--- config.mk ---
export PLATFORM = sky130hd
export DESIGN_NAME = irq_prio_ctrl
export DESIGN_NICKNAME = d
export VERILOG_FILES = /design/src/rtl/irqc_pkg.sv /design/src/rtl/irqc_line.sv /design/src/rtl/irqc_arbiter.sv /design/src/rtl/irq_prio_ctrl.sv
export SDC_FILE = /design/constraint.sdc
export NUM_CORES = 1
export LEC_CHECK = 0
export ABC_AREA = 1
export BUFFER_PORTS_ARGS = -buffer_cell sky130_fd_sc_hd__buf_2
export CAP_MARGIN = 10
export CORE_MARGIN = 2
export CORE_UTILIZATION = 48
export CTS_BUF_LIST = sky130_fd_sc_hd__clkbuf_8
export DETAILED_ROUTE_END_ITERATION = 6
export PLACE_DENSITY = 0.71
export SETUP_SLACK_MARGIN = 0.02
export SLEW_MARGIN = 20
export SYNTH_ARGS = -nofsm -noshare
export SYNTH_HDL_FRONTEND = slang
export SYNTH_HIERARCHICAL = 1
export SYNTH_SLANG_ARGS = --single-unit
--- constraint.sdc ---
create_clock -name clk -period 2.05 [get_ports clk]
set_clock_uncertainty 0.1 [all_clocks]
set_input_delay 0.41 -clock clk [delete_from_list [all_inputs] [get_ports clk]]
set_output_delay 0.41 -clock clk [all_outputs]
set_load 0.01 [all_outputs]
--- src/rtl/irqc_pkg.sv ---
// Package: shared widths, vector numbers and register addresses of the
// interrupt controller. Assumes a byte-wide register port.
package irqc_pkg;
    localparam int N_EXT    = 8;
    localparam int VEC_W    = 8;
    localparam int VEC_BASE = 16;
    localparam int NMI_VEC  = 7;
    localparam int ADDR_W   = 3;

    localparam logic [ADDR_W-1:0] A_SENSE_LO = 3'd0;
    localparam logic [ADDR_W-1:0] A_SENSE_HI = 3'd1;
    localparam logic [ADDR_W-1:0] A_ENABLE   = 3'd2;
    localparam logic [ADDR_W-1:0] A_FLAG     = 3'd3;
    localparam logic [ADDR_W-1:0] A_PRIO_EXT = 3'd4;
    localparam logic [ADDR_W-1:0] A_PRIO_INT = 3'd5;
    localparam logic [ADDR_W-1:0] A_CTRL     = 3'd6;

    typedef enum logic [1:0] {
        SNS_LOW  = 2'b00,
        SNS_FALL = 2'b01,
        SNS_RISE = 2'b10,
        SNS_BOTH = 2'b11
    } sense_t;
endpackage

--- src/rtl/irqc_line.sv ---
// Module: one request pin. A two-flop synchroniser, an edge or level
// detector against the previous synchronised sample, and a status flag.
// Assumes the pin idles high; the synchroniser resets to 1 so that reset
// itself never looks like a falling edge.
module irqc_line
    import irqc_pkg::*;
(
    input  logic       clk,
    input  logic       rst_n,
    input  logic       pin,
    input  logic [1:0] sense,
    input  logic       sw_clr,
    input  logic       ack_clr,
    output logic       flag
);
    logic s1, s2, prev;
    logic hit;
    logic edge_mode;

    // Synchronise the pin and keep the previous stable sample.
    always_ff @(posedge clk) begin
        if (!rst_n) begin
            s1   <= 1'b1;
            s2   <= 1'b1;
            prev <= 1'b1;
        end else begin
            s1   <= pin;
            s2   <= s1;
            prev <= s2;
        end
    end

    // Decode the selected sensing condition.
    always_comb begin
        unique case (sense_t'(sense))
            SNS_LOW:  hit = !s2;
            SNS_FALL: hit = prev && !s2;
            SNS_RISE: hit = !prev && s2;
            SNS_BOTH: hit = prev ^ s2;
            default:  hit = 1'b0;
        endcase
    end

    assign edge_mode = (sense != SNS_LOW);

    // Status flag: a new event wins over any clear in the same cycle.
    always_ff @(posedge clk) begin
        if (!rst_n) flag <= 1'b0;
        else        flag <= hit || (flag && !sw_clr && !(ack_clr && edge_mode));
    end

    // a set flag survives unless a clear really applies.
    a_r3_flag_kept: assert property (@(posedge clk) disable iff (!rst_n)
        flag && !sw_clr && !ack_clr |=> flag);
    // a low synchronised level in level mode sets the flag next cycle.
    a_r1_level_sets: assert property (@(posedge clk) disable iff (!rst_n)
        (sense == SNS_LOW) && !s2 |=> flag);
    // an acknowledged edge flag with no new event drops.
    a_r9_ack_clears: assert property (@(posedge clk) disable iff (!rst_n)
        ack_clr && edge_mode && !hit |=> !flag);
endmodule

--- src/rtl/irqc_arbiter.sv ---
// Module: masking and priority resolution. The non-maskable request wins
// outright; otherwise accepted level-1 sources beat accepted level-0
// sources, and within a level the lowest index wins.
// Assumes req and lvl are already registered or synchronous.
module irqc_arbiter
    import irqc_pkg::*;
#(
    parameter int NSRC = 12
) (
    input  logic             clk,
    input  logic             rst_n,
    input  logic             nmi,
    input  logic [NSRC-1:0]  req,
    input  logic [NSRC-1:0]  lvl,
    input  logic             ctrl_mode,
    input  logic             cpu_i,
    input  logic             cpu_ui,
    output logic             irq_req,
    output logic [VEC_W-1:0] irq_vec
);
    localparam int IDX_W = $clog2(NSRC);

    logic             acc0, acc1;
    logic             found0, found1;
    logic [IDX_W-1:0] pick0, pick1, pick;

    // Acceptance per level from the mode and the CPU mask bits.
    always_comb begin
        acc0 = !cpu_i;
        acc1 = ctrl_mode ? !(cpu_i && cpu_ui) : !cpu_i;
    end

    // Lowest-index accepted source within each level.
    always_comb begin
        found0 = 1'b0;
        found1 = 1'b0;
        pick0  = '0;
        pick1  = '0;
        for (int i = NSRC - 1; i >= 0; i--) begin
            if (req[i] && !lvl[i] && acc0) begin
                found0 = 1'b1;
                pick0  = IDX_W'(i);
            end
            if (req[i] && lvl[i] && acc1) begin
                found1 = 1'b1;
                pick1  = IDX_W'(i);
            end
        end
    end

    // Final winner and its vector number.
    always_comb begin
        pick    = found1 ? pick1 : pick0;
        irq_req = nmi || found0 || found1;
        irq_vec = nmi ? VEC_W'(NMI_VEC) : (VEC_W'(VEC_BASE) + VEC_W'(pick));
    end

    // in mode 0 the I bit closes every maskable source.
    a_r6_mode0_block: assert property (@(posedge clk) disable iff (!rst_n)
        !ctrl_mode && cpu_i && !nmi |-> !irq_req);
    // in mode 1 both mask bits set close every maskable source.
    a_r7_mode1_closed: assert property (@(posedge clk) disable iff (!rst_n)
        ctrl_mode && cpu_i && cpu_ui && !nmi |-> !irq_req);
    // the non-maskable request always owns the output.
    a_r4_nmi_wins: assert property (@(posedge clk) disable iff (!rst_n)
        nmi |-> irq_req && (irq_vec == VEC_W'(NMI_VEC)));
endmodule

--- src/rtl/irq_prio_ctrl.sv ---
// Module: top of the interrupt controller. Holds the byte-wide register
// file, one detector per external pin plus one for the non-maskable input,
// and the arbiter. Flags clear by read-1-then-write-0 or, for edge-sensed
// sources, by an acknowledge of their vector.
// Assumes N_INT <= 8 so the internal priority bits fit one byte.
module irq_prio_ctrl
    import irqc_pkg::*;
#(
    parameter int N_INT = 4
) (
    input  logic              clk,
    input  logic              rst_n,
    input  logic              nmi_pin,
    input  logic [N_EXT-1:0]  ext_pin,
    input  logic [N_INT-1:0]  int_req,
    input  logic              ctrl_mode,
    input  logic              cpu_i,
    input  logic              cpu_ui,
    input  logic              reg_wr,
    input  logic              reg_rd,
    input  logic [ADDR_W-1:0] reg_addr,
    input  logic [7:0]        reg_wdata,
    output logic [7:0]        reg_rdata,
    output logic              irq_req,
    output logic [VEC_W-1:0]  irq_vec,
    input  logic              irq_ack
);
    localparam int NSRC = N_EXT + N_INT;

    logic [7:0]       sense_lo, sense_hi;
    logic [N_EXT-1:0] en, prio_ext, flags, seen, sw_clr, ack_hit;
    logic [N_INT-1:0] prio_int;
    logic             nmi_rise, nmi_flag, nmi_ack;
    logic [15:0]      sense_all;
    logic             flag_wr, flag_rd;

    assign sense_all = {sense_hi, sense_lo};
    assign flag_wr   = reg_wr && (reg_addr == A_FLAG);
    assign flag_rd   = reg_rd && (reg_addr == A_FLAG);
    assign sw_clr    = flag_wr ? (~reg_wdata & seen) : '0;

    // Software-visible control registers.
    always_ff @(posedge clk) begin
        if (!rst_n) begin
            sense_lo <= '0;
            sense_hi <= '0;
            en       <= '0;
            prio_ext <= '0;
            prio_int <= '0;
            nmi_rise <= 1'b0;
        end else if (reg_wr) begin
            unique case (reg_addr)
                A_SENSE_LO: sense_lo <= reg_wdata;
                A_SENSE_HI: sense_hi <= reg_wdata;
                A_ENABLE:   en       <= reg_wdata;
                A_PRIO_EXT: prio_ext <= reg_wdata;
                A_PRIO_INT: prio_int <= reg_wdata[N_INT-1:0];
                A_CTRL:     nmi_rise <= reg_wdata[0];
                default:    ;
            endcase
        end
    end

    // Arming of flag clears: bits read as 1 may be cleared by a 0 write.
    always_ff @(posedge clk) begin
        if (!rst_n)       seen <= '0;
        else if (flag_wr) seen <= seen & reg_wdata;
        else if (flag_rd) seen <= seen | flags;
    end

    // Register read mux.
    always_comb begin
        unique case (reg_addr)
            A_SENSE_LO: reg_rdata = sense_lo;
            A_SENSE_HI: reg_rdata = sense_hi;
            A_ENABLE:   reg_rdata = en;
            A_FLAG:     reg_rdata = flags;
            A_PRIO_EXT: reg_rdata = prio_ext;
            A_PRIO_INT: reg_rdata = 8'(prio_int);
            A_CTRL:     reg_rdata = {7'd0, nmi_rise};
            default:    reg_rdata = '0;
        endcase
    end

    // One detector per external pin.
    for (genvar n = 0; n < N_EXT; n++) begin : g_line
        assign ack_hit[n] = irq_ack && irq_req && (irq_vec == VEC_W'(VEC_BASE + n));
        irqc_line u_line (
            .clk     (clk),
            .rst_n   (rst_n),
            .pin     (ext_pin[n]),
            .sense   (sense_all[2*n +: 2]),
            .sw_clr  (sw_clr[n]),
            .ack_clr (ack_hit[n]),
            .flag    (flags[n])
        );
    end

    assign nmi_ack = irq_ack && irq_req && (irq_vec == VEC_W'(NMI_VEC));

    // Non-maskable input: the same detector, edge fixed by nmi_rise.
    irqc_line u_nmi (
        .clk     (clk),
        .rst_n   (rst_n),
        .pin     (nmi_pin),
        .sense   ({nmi_rise, !nmi_rise}),
        .sw_clr  (1'b0),
        .ack_clr (nmi_ack),
        .flag    (nmi_flag)
    );

    irqc_arbiter #(.NSRC(NSRC)) u_arb (
        .clk       (clk),
        .rst_n     (rst_n),
        .nmi       (nmi_flag),
        .req       ({int_req, flags & en}),
        .lvl       ({prio_int, prio_ext}),
        .ctrl_mode (ctrl_mode),
        .cpu_i     (cpu_i),
        .cpu_ui    (cpu_ui),
        .irq_req   (irq_req),
        .irq_vec   (irq_vec)
    );

    // any maskable winner carries a vector inside its source range.
    a_r5_vec_range: assert property (@(posedge clk) disable iff (!rst_n)
        irq_req && (irq_vec != VEC_W'(NMI_VEC)) |->
        (irq_vec >= VEC_W'(VEC_BASE)) && (irq_vec < VEC_W'(VEC_BASE + NSRC)));
    // nothing enabled, nothing internal, no NMI means no request.
    a_r2_masked_quiet: assert property (@(posedge clk) disable iff (!rst_n)
        ((flags & en) == '0) && (int_req == '0) && !nmi_flag |-> !irq_req);
endmodule

==> Word level (Yosys, flattened, before mapping) <==
Cells that the tools add are included.
W data, S select, Z words.
{ "classes": {"addsub": 1, "multipliers": 0, "div": 0, "order_cmp": 0, "eq_ne": 42, "n_shift": 0, "mux": 64, "bitwise": 14, "reduce_logical": 190} }
{ "op_table": {"columns": ["operator", "count"], "rows": [
  ["$logic_and A1 B1 Y1", 104],
  ["$mux W4", 25],
  ["$eq A8 B5 Y1 const B", 8],
  ["$pmux W8 S7", 1],
  ["$logic_not A1 Y1", 50],
  ["$eq A2 B2 Y1 const B", 18],
  ["$pmux W1 S4", 9],
  ["$mux W8", 4],
  ["$mux W1", 25],
  ["$and A8 B8 Y8", 3],
  ["$eq A2 B1 Y1 const B", 9],
  ["$logic_not A2 Y1", 9],
  ["$reduce_bool A2 Y1", 9],
  ["$reduce_and A2 Y1", 6],
  ["$logic_or A1 B1 Y1", 11],
  ["$eq A3 B3 Y1 const B", 3],
  ["$xor A1 B1 Y1", 9],
  ["$eq A8 B3 Y1 const B", 1],
  ["$not A8 Y8", 1],
  ["$or A8 B8 Y8", 1],
  ["$add A5 B4 Y6 const A", 1],
  ["$eq A3 B2 Y1 const B", 2],
  ["$eq A3 B1 Y1 const B", 1],
  ["$logic_not A3 Y1", 1]
]} }
{ "totals": {"reg_bits": 81, "latch_bits": 0, "ramBits": 0, "rom_bits": 0, "input_bits": 32, "out_inout_bits": 17, "elab_cells": 354, "n_memories": 0} }

==> Logic depth before layout (Yosys ltp) <==
Gate-level depths: netlist (run 1).
{ "depth": {"word_depth": 25, "depth_mapped": 20, "depth_no_buf": 20} }

==> By module <==
The synthesis (run 1) kept the hierarchy.
{ "modules_own_cells": {"columns": ["mod", "instances", "cells_per_inst", "area_each_um2", "seq_area_each_um2"], "rows": [
  ["irq_prio_ctrl", 1, 442, 2645.0, 900.9],
  ["irqc_line", 9, 25, 206.4, 80.1],
  ["irqc_arbiter", 1, 123, 556.8, 0.0]
]} }

==> Worst setup path after synthesis (run 1) <==
No wires, ideal clock.
{ "synth_path": {"path_kind": "input to register", "startpoint": "input cpu_ui", "endpoint": "register u_nmi.flag", "setup_time_ps": 114, "arrival_time_ps": 2059, "required_time_ps": 1836, "path_slack_ps": -223, "path_stages": 17, "n_path_buf": 0, "cell_sequence": "inv_1 > nand2_1 > nand2_4 > clkinv_2 > nor2_1 > a31oi_1 > nand2_1 > clkinv_1 > nand2_2 > o211ai_1 > inv_1 > nor2_1 > nand4_1 > nor3_1 > o21ai_1 > nand3b_1 > a21oi_2"} }
{ "synth_via": {"elab_chain_cells": 24, "elab_cells_between_ends": 49, "cone_classes": "1 x add/sub; 1 x eq/ne; 27 x mux; 20 x reduce/logical"} }
{ "synth_lines": {"columns": ["element", "line_no", "source"], "rows": [
  ["start, declared", "irq_prio_ctrl.sv:18", "input logic cpu_ui,"],
  ["$logic_and A1 B1 Y1 *", "irqc_arbiter.sv:30", "acc1 = ctrl_mode ? !(cpu_i && cpu_ui) : !cpu_i;"],
  ["$logic_not A1 Y1 *", "irqc_arbiter.sv:30", null],
  ["$mux W1 *", "irqc_arbiter.sv:30", null],
  ["$logic_and A1 B1 Y1", "irqc_arbiter.sv:44", "if (req[i] && lvl[i] && acc1) begin"],
  ["$mux W4 / $mux W1 (equally long branches) (12 in series)", "irqc_arbiter.sv:44", null],
  ["$mux W4 *", "irqc_arbiter.sv:53", "pick = found1 ? pick1 : pick0;"],
  ["$add A5 B4 Y6 *", "irqc_arbiter.sv:55", "irq_vec = nmi ? VEC_W'(NMI_VEC) : (VEC_W'(VEC_BASE) + VEC_W'(pick));"],
  ["$mux W8 *", "irqc_arbiter.sv:55", null],
  ["via irq_vec[2]", "irq_prio_ctrl.sv:25", "output logic [VEC_W-1:0] irq_vec,"],
  ["$eq A8 B3 Y1 *", "irq_prio_ctrl.sv:99", "assign nmi_ack = irq_ack && irq_req && (irq_vec == VEC_W'(NMI_VEC));"],
  ["$logic_and A1 B1 Y1 *", "irq_prio_ctrl.sv:99", null],
  ["via nmi_ack", "irq_prio_ctrl.sv:33", "logic nmi_rise, nmi_flag, nmi_ack;"],
  ["$logic_not A1 Y1 *", "irqc_line.sv:49", "else flag <= hit || (flag && !sw_clr && !(ack_clr && edge_mode));"],
  ["$logic_and A1 B1 Y1 *", "irqc_line.sv:49", null],
  ["$logic_or A1 B1 Y1 *", "irqc_line.sv:49", null],
  ["end signal, assigned", "irqc_line.sv:49", null],
  ["end, declared", "irqc_line.sv:14", "output logic flag"]
]} }
The timed path passes the listed nets; every way through them passes the cells marked *.
A chain may end at the register's enable or synchronous reset.

==> Worst setup path after layout (run 1) <==
{ "layout_path": {"startpoint": "register en[3]", "endpoint": "output irq_req"} }
{ "layout_via": {"elab_chain_cells": 9, "elab_cells_between_ends": 15, "cone_classes": "8 x mux; 1 x bitwise; 6 x reduce/logical"} }
{ "layout_lines": {"columns": ["element", "line_no", "source"], "rows": [
  ["start, declared", "irq_prio_ctrl.sv:31", "logic [N_EXT-1:0] en, prio_ext, flags, seen, sw_clr, ack_hit;"],
  ["start signal, assigned", "irq_prio_ctrl.sv:55", "A_ENABLE: en <= reg_wdata;"],
  ["$and A8 B8 Y8 *", "irq_prio_ctrl.sv:116", ".req ({int_req, flags & en}),"],
  ["$logic_and A1 B1 Y1 (2 in series)", "irqc_arbiter.sv:40", "if (req[i] && !lvl[i] && acc0) begin"],
  ["$mux W1 (4 in series)", "irqc_arbiter.sv:40", null],
  ["$logic_or A1 B1 Y1", "irqc_arbiter.sv:54", "irq_req = nmi || found0 || found1;"],
  ["$logic_or A1 B1 Y1 *", "irqc_arbiter.sv:54", null],
  ["end, declared", "irq_prio_ctrl.sv:24", "output logic irq_req,"]
]} }
Every way passes the cells marked *; elsewhere a longest branch is shown, timed or not.

==> flow_metrics.env, run 1 <==
export IMPL_cts_inserted_buffers=9
export IMPL_fp_coreArea_um2=10300
export IMPL_io_pins=49
export IMPL_hold_buffers=0
export IMPL_fmax_mhz=428
export IMPL_overflow=0
export IMPL_ys_seq_area_frac=0.320
export IMPL_setup_viol=14
export IMPL_synth_distinct_cells=35
export IMPL_drtAntennaViolNets=0
export IMPL_r2r_start="prio_int[0]"
export IMPL_critPathCaptureType="output port"
export IMPL_htreeDepth=3
export IMPL_grt_antenna_before_repair=0
export IMPL_drcViolationCount=0
export IMPL_power_density_nw_per_um2=561
export IMPL_clockBufferDepth=2
export IMPL_drt_total_wl_um=14800
export IMPL_hold_depth=2
export IMPL_grt_pass1_vias=5183
export IMPL_path_max_fanout=3
export IMPL_die_x_um=107
export IMPL_fin_ws_ps=-284
export IMPL_stdcell_count=1045
export IMPL_clkTransAtPathRegs_ps=80
export IMPL_crit_slowest_cell="dfxtp_2"
export IMPL_antennaDiodeCount=0
export IMPL_rows=37
export IMPL_portBuffers=45
export IMPL_min_period_over_period=1.14
export IMPL_num_vias=5273
export IMPL_syn_cell_area_um2=5060
export IMPL_hold_path_startpoint="nmi_pin"
export IMPL_clk_latency_ps=360
export IMPL_ir_drop_v=0.000497
export IMPL_r2r_cells=22
export IMPL_drive_above_1_share=0.355
export IMPL_dp_hpwl_um=11100
export IMPL_cp_arrival_ps=1820
export IMPL_synth_compound_area_frac=0.0586
export IMPL_slowest_delay_ps=330
export IMPL_grt_max_degree=21
export IMPL_synth_mux_area_frac=0
export IMPL_fin_total_pwr_uw=3730
export IMPL_avgSynthCellArea_um2=6.40
export IMPL_grt_total_usage=0.267
export IMPL_rsz0062_at_grt="true"
export IMPL_wl_met1_um=6500
export IMPL_clock_sinks=81
export IMPL_start_util=0.492
export IMPL_viasPerCell=5.05
export IMPL_syn_inst=790
export IMPL_synthSimpleGateAreaFrac=0.460
export IMPL_layout_nets=955
export IMPL_drt_iter0_drc=268
export IMPL_wl_per_cell_um=14.2
export IMPL_violations="negative setup slack"
export IMPL_maxSlewViolCount=0
export IMPL_hold_class="input port to register"
export IMPL_synth_xor_area_frac=0
export IMPL_synthAdderAreaFrac=0.0445
export IMPL_r2r_slack_ps=-210
export IMPL_gp_congestion=0.937
export IMPL_p_leak_uw=0.00335
export IMPL_fin_util=0.647
export IMPL_die_h_um=107
export IMPL_status="finished, violations left"
export IMPL_synth_top_family_by_area="simple AND/OR/NAND/NOR gates"
export IMPL_crit_path_start="en[3]"
export IMPL_cts_root_buf="clkbuf_8"
export IMPL_cts_tree="built"
export IMPL_required_ps=1540
export IMPL_dr_max_layer_used="met4"
export IMPL_drv_cap=0
export IMPL_ys_warn_count=6
export IMPL_dr_pass1_iters=5
export IMPL_worst_setup_path_start_kind="register"
export IMPL_crit_path_cell_trace="nand2_2, inv_2, nand2_2, nand2_2, nor3b_4, nand2_2, nor4_2, nand2_1, buf_4, buf_6"
export IMPL_die_area_um2=11400
export IMPL_dp_cells=1019
export IMPL_critPathKind="register to output port"
export IMPL_dr_wl_met3_um=656
export IMPL_ys_seq_elements=81
export IMPL_wl_met2_um=7190
export IMPL_grt_pass1_wl_um=24000
export IMPL_cpMostUsedCell="nand2_2"
export IMPL_hold_violations=0
export IMPL_syn_to_final_growth_pct=31.4
export IMPL_layout_min_cycle_time_ps=2330
final cells by class:
class	count	area (µm²)
Clock buffer	11	151
Clock inverter	4	43.8
Fill cell	924	3630
Inverter	128	514
Multi-Input combinational cell	566	3230
Sequential cell	81	1640
Tap cell	136	170
Timing Repair Buffer	119	896
state kept, by name, indices dropped and copies added (netlist names):
signal / flops
u_nmi/s1: 1
seen: 8
u_nmi/prev: 1
prio_ext: 8
g_line.u_line/s2: 8
nmi_rise: 1
prio_int: 4
sense_lo: 8
u_nmi/flag: 1
sense_hi: 8
g_line.u_line/flag: 8
g_line.u_line/s1: 8
en: 8
u_nmi/s2: 1
g_line.u_line/prev: 8
critical path, delay by kind of cell (launching register included):
| kind | cells | cell delay [ps] |
|---|---|---|
| flops | 1 | 330 |
| simple gates | 7 | 830 |
| buf+inv | 3 | 310 |
cells by family (layout without fill, tap and decap cells):
family	Yosys count	in the layout
AND/OR/NAND/NOR	495	495
adder cells (fa/ha/maj)	18	18
other	2	4
flip-flops	81	81
buffers and inverters	145	262
AO/OA/AOI/OAI	49	49
cell usage in the layout, fill, tap and decap left out, drive strengths merged, types with 6 or more instances in the layout:
cell type / count
a21oi: 23
buf: 119
clkbuf: 11
clkinv: 6
dfxtp: 81
ha: 18
inv: 125
nand2: 240
nand3: 76
nand3b: 10
nor2: 133
nor3: 13
o21ai: 18
or2: 18
repair_timing:
action,in CTS,in global routing
setup endpoints to repair,14,14
gates resized for setup,86,41
hold endpoints to repair,0,0
pin swaps,42,18
buffers inserted,9,3
routing by layer:
metal,vias to the layer above,track usage
li1,2638,-
met1,2453,0.327
met2,145,0.460
met3,37,0.0359
met4,0,0.128
met5,-,0
cell usage after synthesis:
| cell | number | area share |
|---|---|---|
| inv_1 | 109 | 0.081 |
| a21boi_1 | 4 | 0.0059 |
| nand4_1 | 2 | 0.0025 |
| clkinv_1 | 3 | 0.0022 |
| clkinv_2 | 1 | 0.00099 |
| nor2_4 | 7 | 0.016 |
| nand3_2 | 20 | 0.040 |
| a31oi_1 | 2 | 0.0025 |
| a21oi_2 | 9 | 0.016 |
| nor4_2 | 1 | 0.0025 |
| a21oi_1 | 14 | 0.014 |
| or2_2 | 18 | 0.022 |
| nand2_2 | 14 | 0.017 |
| nor2_2 | 3 | 0.0037 |
| buf_6 | 2 | 0.0045 |
| clkbuf_1 | 3 | 0.0022 |
| nand2_1 | 225 | 0.17 |
| nor3_2 | 10 | 0.020 |
| buf_2 | 3 | 0.0030 |
| buf_4 | 4 | 0.0059 |
| o211ai_1 | 2 | 0.0030 |
| conb_1 | 2 | 0.0015 |
| nand2_4 | 1 | 0.0022 |
| buf_1 | 5 | 0.0037 |
| inv_2 | 15 | 0.011 |
| nor3b_2 | 1 | 0.0025 |
| o21ai_0 | 1 | 0.00099 |
| nor2_1 | 123 | 0.091 |
| and2_1 | 1 | 0.0012 |
| nand3_1 | 56 | 0.055 |
| dfxtp_1 | 81 | 0.32 |
| o21ai_1 | 17 | 0.017 |
| ha_1 | 18 | 0.045 |
| nand3b_1 | 10 | 0.015 |
| nor3_1 | 3 | 0.0030 |
final timing paths:
kind / endpoint
worst min-delay path: u_nmi/s1
worst max-delay path: irq_req
worst min register to register: u_nmi/s2
worst max register to register: g_line[4].u_line/flag
power breakdown:
part           switching [µW]  leakage (µW)  total [µW]  internal (µW)
combinational             483       0.00258         838            355
sequential               62.1      0.000670        1700           1640
clock                     572      0.000106        1190            614
total                    1120       0.00335        3730           2610
metrics by stage:
step	worst slack (ps)	hold WS (ps)	cell area, µm²	setup TNS, ps
global route	-443	122	6650	-4890
floorplan	-170	293	5140	-589
CTS	-273	117	6470	-1830
global placement	-429	295	5970	-4840
detailed placement	-537	305	5970	-5980
finish	-284	125	6650	-2660
Power figures use the tool's default switching activity.
==> run 2: changes to the inputs <==
Settings changed: SKIP_CTS_REPAIR_TIMING set to 1.
==> run 2 against run 1 <==
The run still ends with negative setup slack left. Combinational power fell by 3.0%. Register-to-register slack lost 50 ps. Fmax shrank 3.9%. Critical endpoint is now irq_vec[2]. Sequential share of layout area is 0.16 points higher.
==> flow_metrics.env, run 2 (synthesis gave the netlist of run 1 again) <==
export IMPL_pwr_share_comb=0.220
export IMPL_clkTransAtPathRegs_ps=80
export IMPL_fin_util=0.639
export IMPL_maxSlewViolCount=0
export IMPL_layout_common_cells="nand2_1, nor2_1, inv_1"
export IMPL_cts_tree="built"
export IMPL_dp_cells=1019
export IMPL_layout_min_cycle_time_ps=2430
export IMPL_worst_setup_path_start_kind="register"
export IMPL_antennaDiodeCount=0
export IMPL_seqPwrFrac=0.460
export IMPL_grt_total_usage=0.261
export IMPL_wl_per_cell_um=14.1
export IMPL_clk_latency_ps=360
export IMPL_hold_class="input port to register"
export IMPL_sw_frac_of_total=0.297
export IMPL_p_clk_frac=0.320
export IMPL_hold_violations=0
export IMPL_required_ps=1540
export IMPL_path_max_fanout=3
export IMPL_violations="negative setup slack"
export IMPL_rsz0062_at_grt="true"
export IMPL_critPathKind="register to output port"
export IMPL_portBuffers=45
export IMPL_cts_inserted_buffers=9
export IMPL_dp_hpwl_um=11100
export IMPL_switchingPower_uw=1100
export IMPL_fin_ws_ps=-379
export IMPL_drcViolationCount=0
export IMPL_cp_arrival_ps=1920
export IMPL_ir_drop_v=0.000497
export IMPL_start_util=0.492
export IMPL_grt_pass1_vias=5043
export IMPL_critPathCaptureType="output port"
export IMPL_stdcell_count=1042
export IMPL_fmax_mhz=412
export IMPL_syn_to_final_growth_pct=29.8
export IMPL_die_h_um=107
export IMPL_cts_root_buf="clkbuf_8"
export IMPL_p_int_uw=2600
export IMPL_layout_nets=952
export IMPL_num_vias=5224
export IMPL_rows=37
export IMPL_drtAntennaViolNets=0
export IMPL_min_period_over_period=1.19
export IMPL_drt_iter0_drc=290
export IMPL_fin_hold_ws_ps=128
export IMPL_power_density_nw_per_um2=563
export IMPL_p_leak_uw=0.00331
export IMPL_die_area_um2=11400
export IMPL_htreeDepth=3
export IMPL_drt_total_wl_um=14700
export IMPL_viasPerCell=5.01
export IMPL_drv_cap=0
export IMPL_overflow=0
export IMPL_grt_antenna_before_repair=0
export IMPL_io_pins=49
export IMPL_dr_pass1_iters=5
export IMPL_clock_sinks=81
export IMPL_status="finished, violations left"
export IMPL_gp_congestion=0.937
export IMPL_setup_viol=14
export IMPL_die_x_um=107
export IMPL_mostFrequentLayoutCell="nand2_1"
export IMPL_grt_max_degree=21
export IMPL_drive_above_1_share=0.339
export IMPL_fp_coreArea_um2=10300
export IMPL_grt_pass1_wl_um=23500
export IMPL_fill_cells=942
export IMPL_clockBufferDepth=2
==> run 2: cell type report <==
class	instances	area, µm²	area share
multi-input combinational	566	3200	0.487
sequential	81	1630	0.249
timing repair buffer	116	855	0.130
inverter	128	514	0.0783
tap	136	170	0.0259
clock buffer	11	151	0.0231
clock inverter	4	43.8	0.00667
==> run 2: power groups by stage <==
stage	Clock, µW	Combinational, µW	Sequential (µW)
floorplan	0	389	1720
global placement	0	653	1730
detailed placement	0	667	1730
CTS	1210	670	1690
global route	1270	886	1710
finish	1180	813	1700
==> run 2: path summary, 6_finish.rpt <==
kind	from	to	slack [ps]	cells past startpoint
setup / recovery	g_line[2].u_line/flag	irq_vec[2]	-380	10
hold / removal	nmi_pin	u_nmi/s1	130	2
setup reg to reg	g_line[2].u_line/flag	u_nmi/flag	-260	16
hold reg to reg	u_nmi/s1	u_nmi/s2	320	1
==> run 2: stage by stage <==
step           TNS (ps)  setup WS, ps  total power [µW]  cell area [µm²]
2_1_floorplan      -589          -170              2110             5140
3_3_place_gp      -4840          -429              2380             5970
3_5_place_dp      -5980          -537              2400             5970
4_1_cts           -4270          -498              3570             6160
5_1_grt           -5310          -493              3870             6570
6_report          -3650          -379              3700             6570
==> run 2: critical path, cell delays in order, from the launching register on <==
cell and delay (ps):
dfxtp_2 330, nand2_1 60, inv_1 70, nand2_2 100, nor2_4 40, a31oi_2 180
nand2_2 90, clkinv_2 70, nand2_2 70, o211ai_1 350, buf_2 220
==> run 2: per-layer routing <==
layer	GRT usage	share of wire	wire length, µm
met3	0.0298	0.047	699
met2	0.450	0.49	7160
met1	0.328	0.44	6480
met5	0	0	0
met4	0.114	0.027	397
==> run 3: changes to the inputs <==
==> constraint.sdc (replaced) <==
create_clock -name clk -period 2.05 [get_ports clk]
set_clock_uncertainty 0.1 [all_clocks]
set_input_delay 0.205 -clock clk [delete_from_list [all_inputs] [get_ports clk]]
set_output_delay 0.205 -clock clk [all_outputs]
set_load 0.01 [all_outputs]
==> run 3 against run 2 <==
The flow still finishes with violations (negative setup slack). Final area fell by 2.4%. Combinational power decreased by 10%. Non-clock buffer count down 11. Sequential share of layout area grew 0.67 points. Highest routed layer unchanged. Hold slack lost 90 ps. Utilization is 1.5 points lower. Critical path type is now register to register. Wire length is 8.6% lower. Die area stayed put. Global-route usage is 2.3 points lower.
==> flow_metrics.env, run 3 (synthesis gave the netlist of run 1 again) <==
export IMPL_status="finished, violations left"
export IMPL_violations="negative setup slack"
export IMPL_place_area_um2=5730
export IMPL_drt_total_wl_um=13500
export IMPL_syn_to_final_growth_pct=26.7
export IMPL_worst_pin_slew_ps=609
export IMPL_slew_headroom=0.592
export IMPL_grt_total_usage=0.238
export IMPL_die_h_um=107
export IMPL_hold_violations=0
export IMPL_ir_drop_v=0.000427
export IMPL_cp_arrival_ps=2470
export IMPL_p_leak_uw=0.00325
export IMPL_grt_max_degree=24
export IMPL_critPathCaptureType="register"
export IMPL_cts_root_buf="clkbuf_8"
export IMPL_hold_class="input port to register"
export IMPL_viasPerCell=4.89
export IMPL_fin_area_um2=6410
export IMPL_required_ps=2210
export IMPL_setup_viol=14
export IMPL_drcViolationCount=0
export IMPL_dp_hpwl_um=9770
export IMPL_cts_tree="built"
export IMPL_grt_pass1_wl_um=21600
export IMPL_clockBufferDepth=2
export IMPL_fp_coreArea_um2=10300
export IMPL_fin_hold_ws_ps=37.9
export IMPL_mostFrequentLayoutCell="nand2_1"
export IMPL_path_max_fanout=3
export IMPL_drtAntennaViolNets=0
export IMPL_fin_total_pwr_uw=3940
export IMPL_maxSlewViolCount=0
export IMPL_drv_cap=0
export IMPL_power_density_nw_per_um2=614
export IMPL_layout_common_cells="nand2_1, nor2_1, inv_1"
export IMPL_dp_slack_ps=-237
export IMPL_min_period_over_period=1.12
export IMPL_dr_pass1_iters=5
export IMPL_drive_above_1_share=0.315
export IMPL_overflow=0
export IMPL_clk_latency_ps=360
export IMPL_rows=37
export IMPL_critPathKind="register to register"
export IMPL_grt_pass1_vias=4568
export IMPL_grt_antenna_before_repair=0
export IMPL_wl_per_cell_um=13.0
export IMPL_die_area_um2=11400
export IMPL_die_x_um=107
export IMPL_rsz0062_at_grt="true"
export IMPL_gp_congestion=0.892
export IMPL_start_util=0.492
export IMPL_antennaDiodeCount=0
export IMPL_clock_sinks=81
export IMPL_portBuffers=45
export IMPL_htreeDepth=3
export IMPL_cts_inserted_buffers=9
export IMPL_layout_nets=941
export IMPL_crit_path_start="g_line[5].u_line/flag"
export IMPL_drt_iter0_drc=356
export IMPL_r2r_start="g_line[5].u_line/flag"
export IMPL_hold_path_startpoint="reg_wdata[5]"
export IMPL_fin_util=0.624
export IMPL_worst_setup_path_start_kind="register"
export IMPL_io_pins=49
export IMPL_layout_min_cycle_time_ps=2300
export IMPL_fmax_mhz=434
export IMPL_clkTransAtPathRegs_ps=80
export IMPL_num_vias=5051
export IMPL_fin_ws_ps=-253
## run 3: layer usage
layer  up-vias  track usage  wire [µm]
li1       2613            -          -
met1      2263        0.324       6240
met2       149        0.384       6130
met3        26       0.0371        797
met4         0       0.0826        306
met5         -            0          0
## run 3: layout make-up
class / count / area [µm²]
Fill cell: 975 / 3870
Sequential cell: 81 / 1640
Timing Repair Buffer: 105 / 747
Clock buffer: 9 / 124
Tap cell: 136 / 170
Inverter: 128 / 484
Multi-Input combinational cell: 566 / 3110
Clock inverter: 7 / 135
## run 3: path summary, 6_finish.rpt
| check | end | slack, ps | cells after the start |
|---|---|---|---|
| worst min-delay path | seen[5] | 40 | 3 |
| worst max-delay path | u_nmi/flag | -250 | 16 |
| worst min register to register | g_line[5].u_line/s2 | 320 | 1 |
| worst max register to register | u_nmi/flag | -250 | 16 |
## run 3: critical path: stages (launching register included)
cell and delay, ps:
dfxtp_2 330, nand2_2 80, inv_2 40, nand2_2 80
nor2_2 50, nor2_2 130, nand2_2 90, nor2_2 130
nand2_2 80, o211ai_1 270, inv_1 130, nor2_4 170
nand4_1 150, nor3_2 120, o21ai_1 80, nand3b_1 110
a21oi_2 60
## run 3: where the power goes
group | switching, µW | internal, µW | leakage [µW]
clock network | 588 | 923 | 0.000132
registers | 58.0 | 1640 | 0.000668
logic | 428 | 300 | 0.00245
total | 1070 | 2860 | 0.00325
## run 3: per-stage QoR
step                      cells  setup TNS [ps]
final                      1032           -2250
after global placement     1003           -1070
after floorplan             792           -18.8
after global routing       1032           -3820
after detailed placement   1003           -1670
after CTS                  1019           -1830
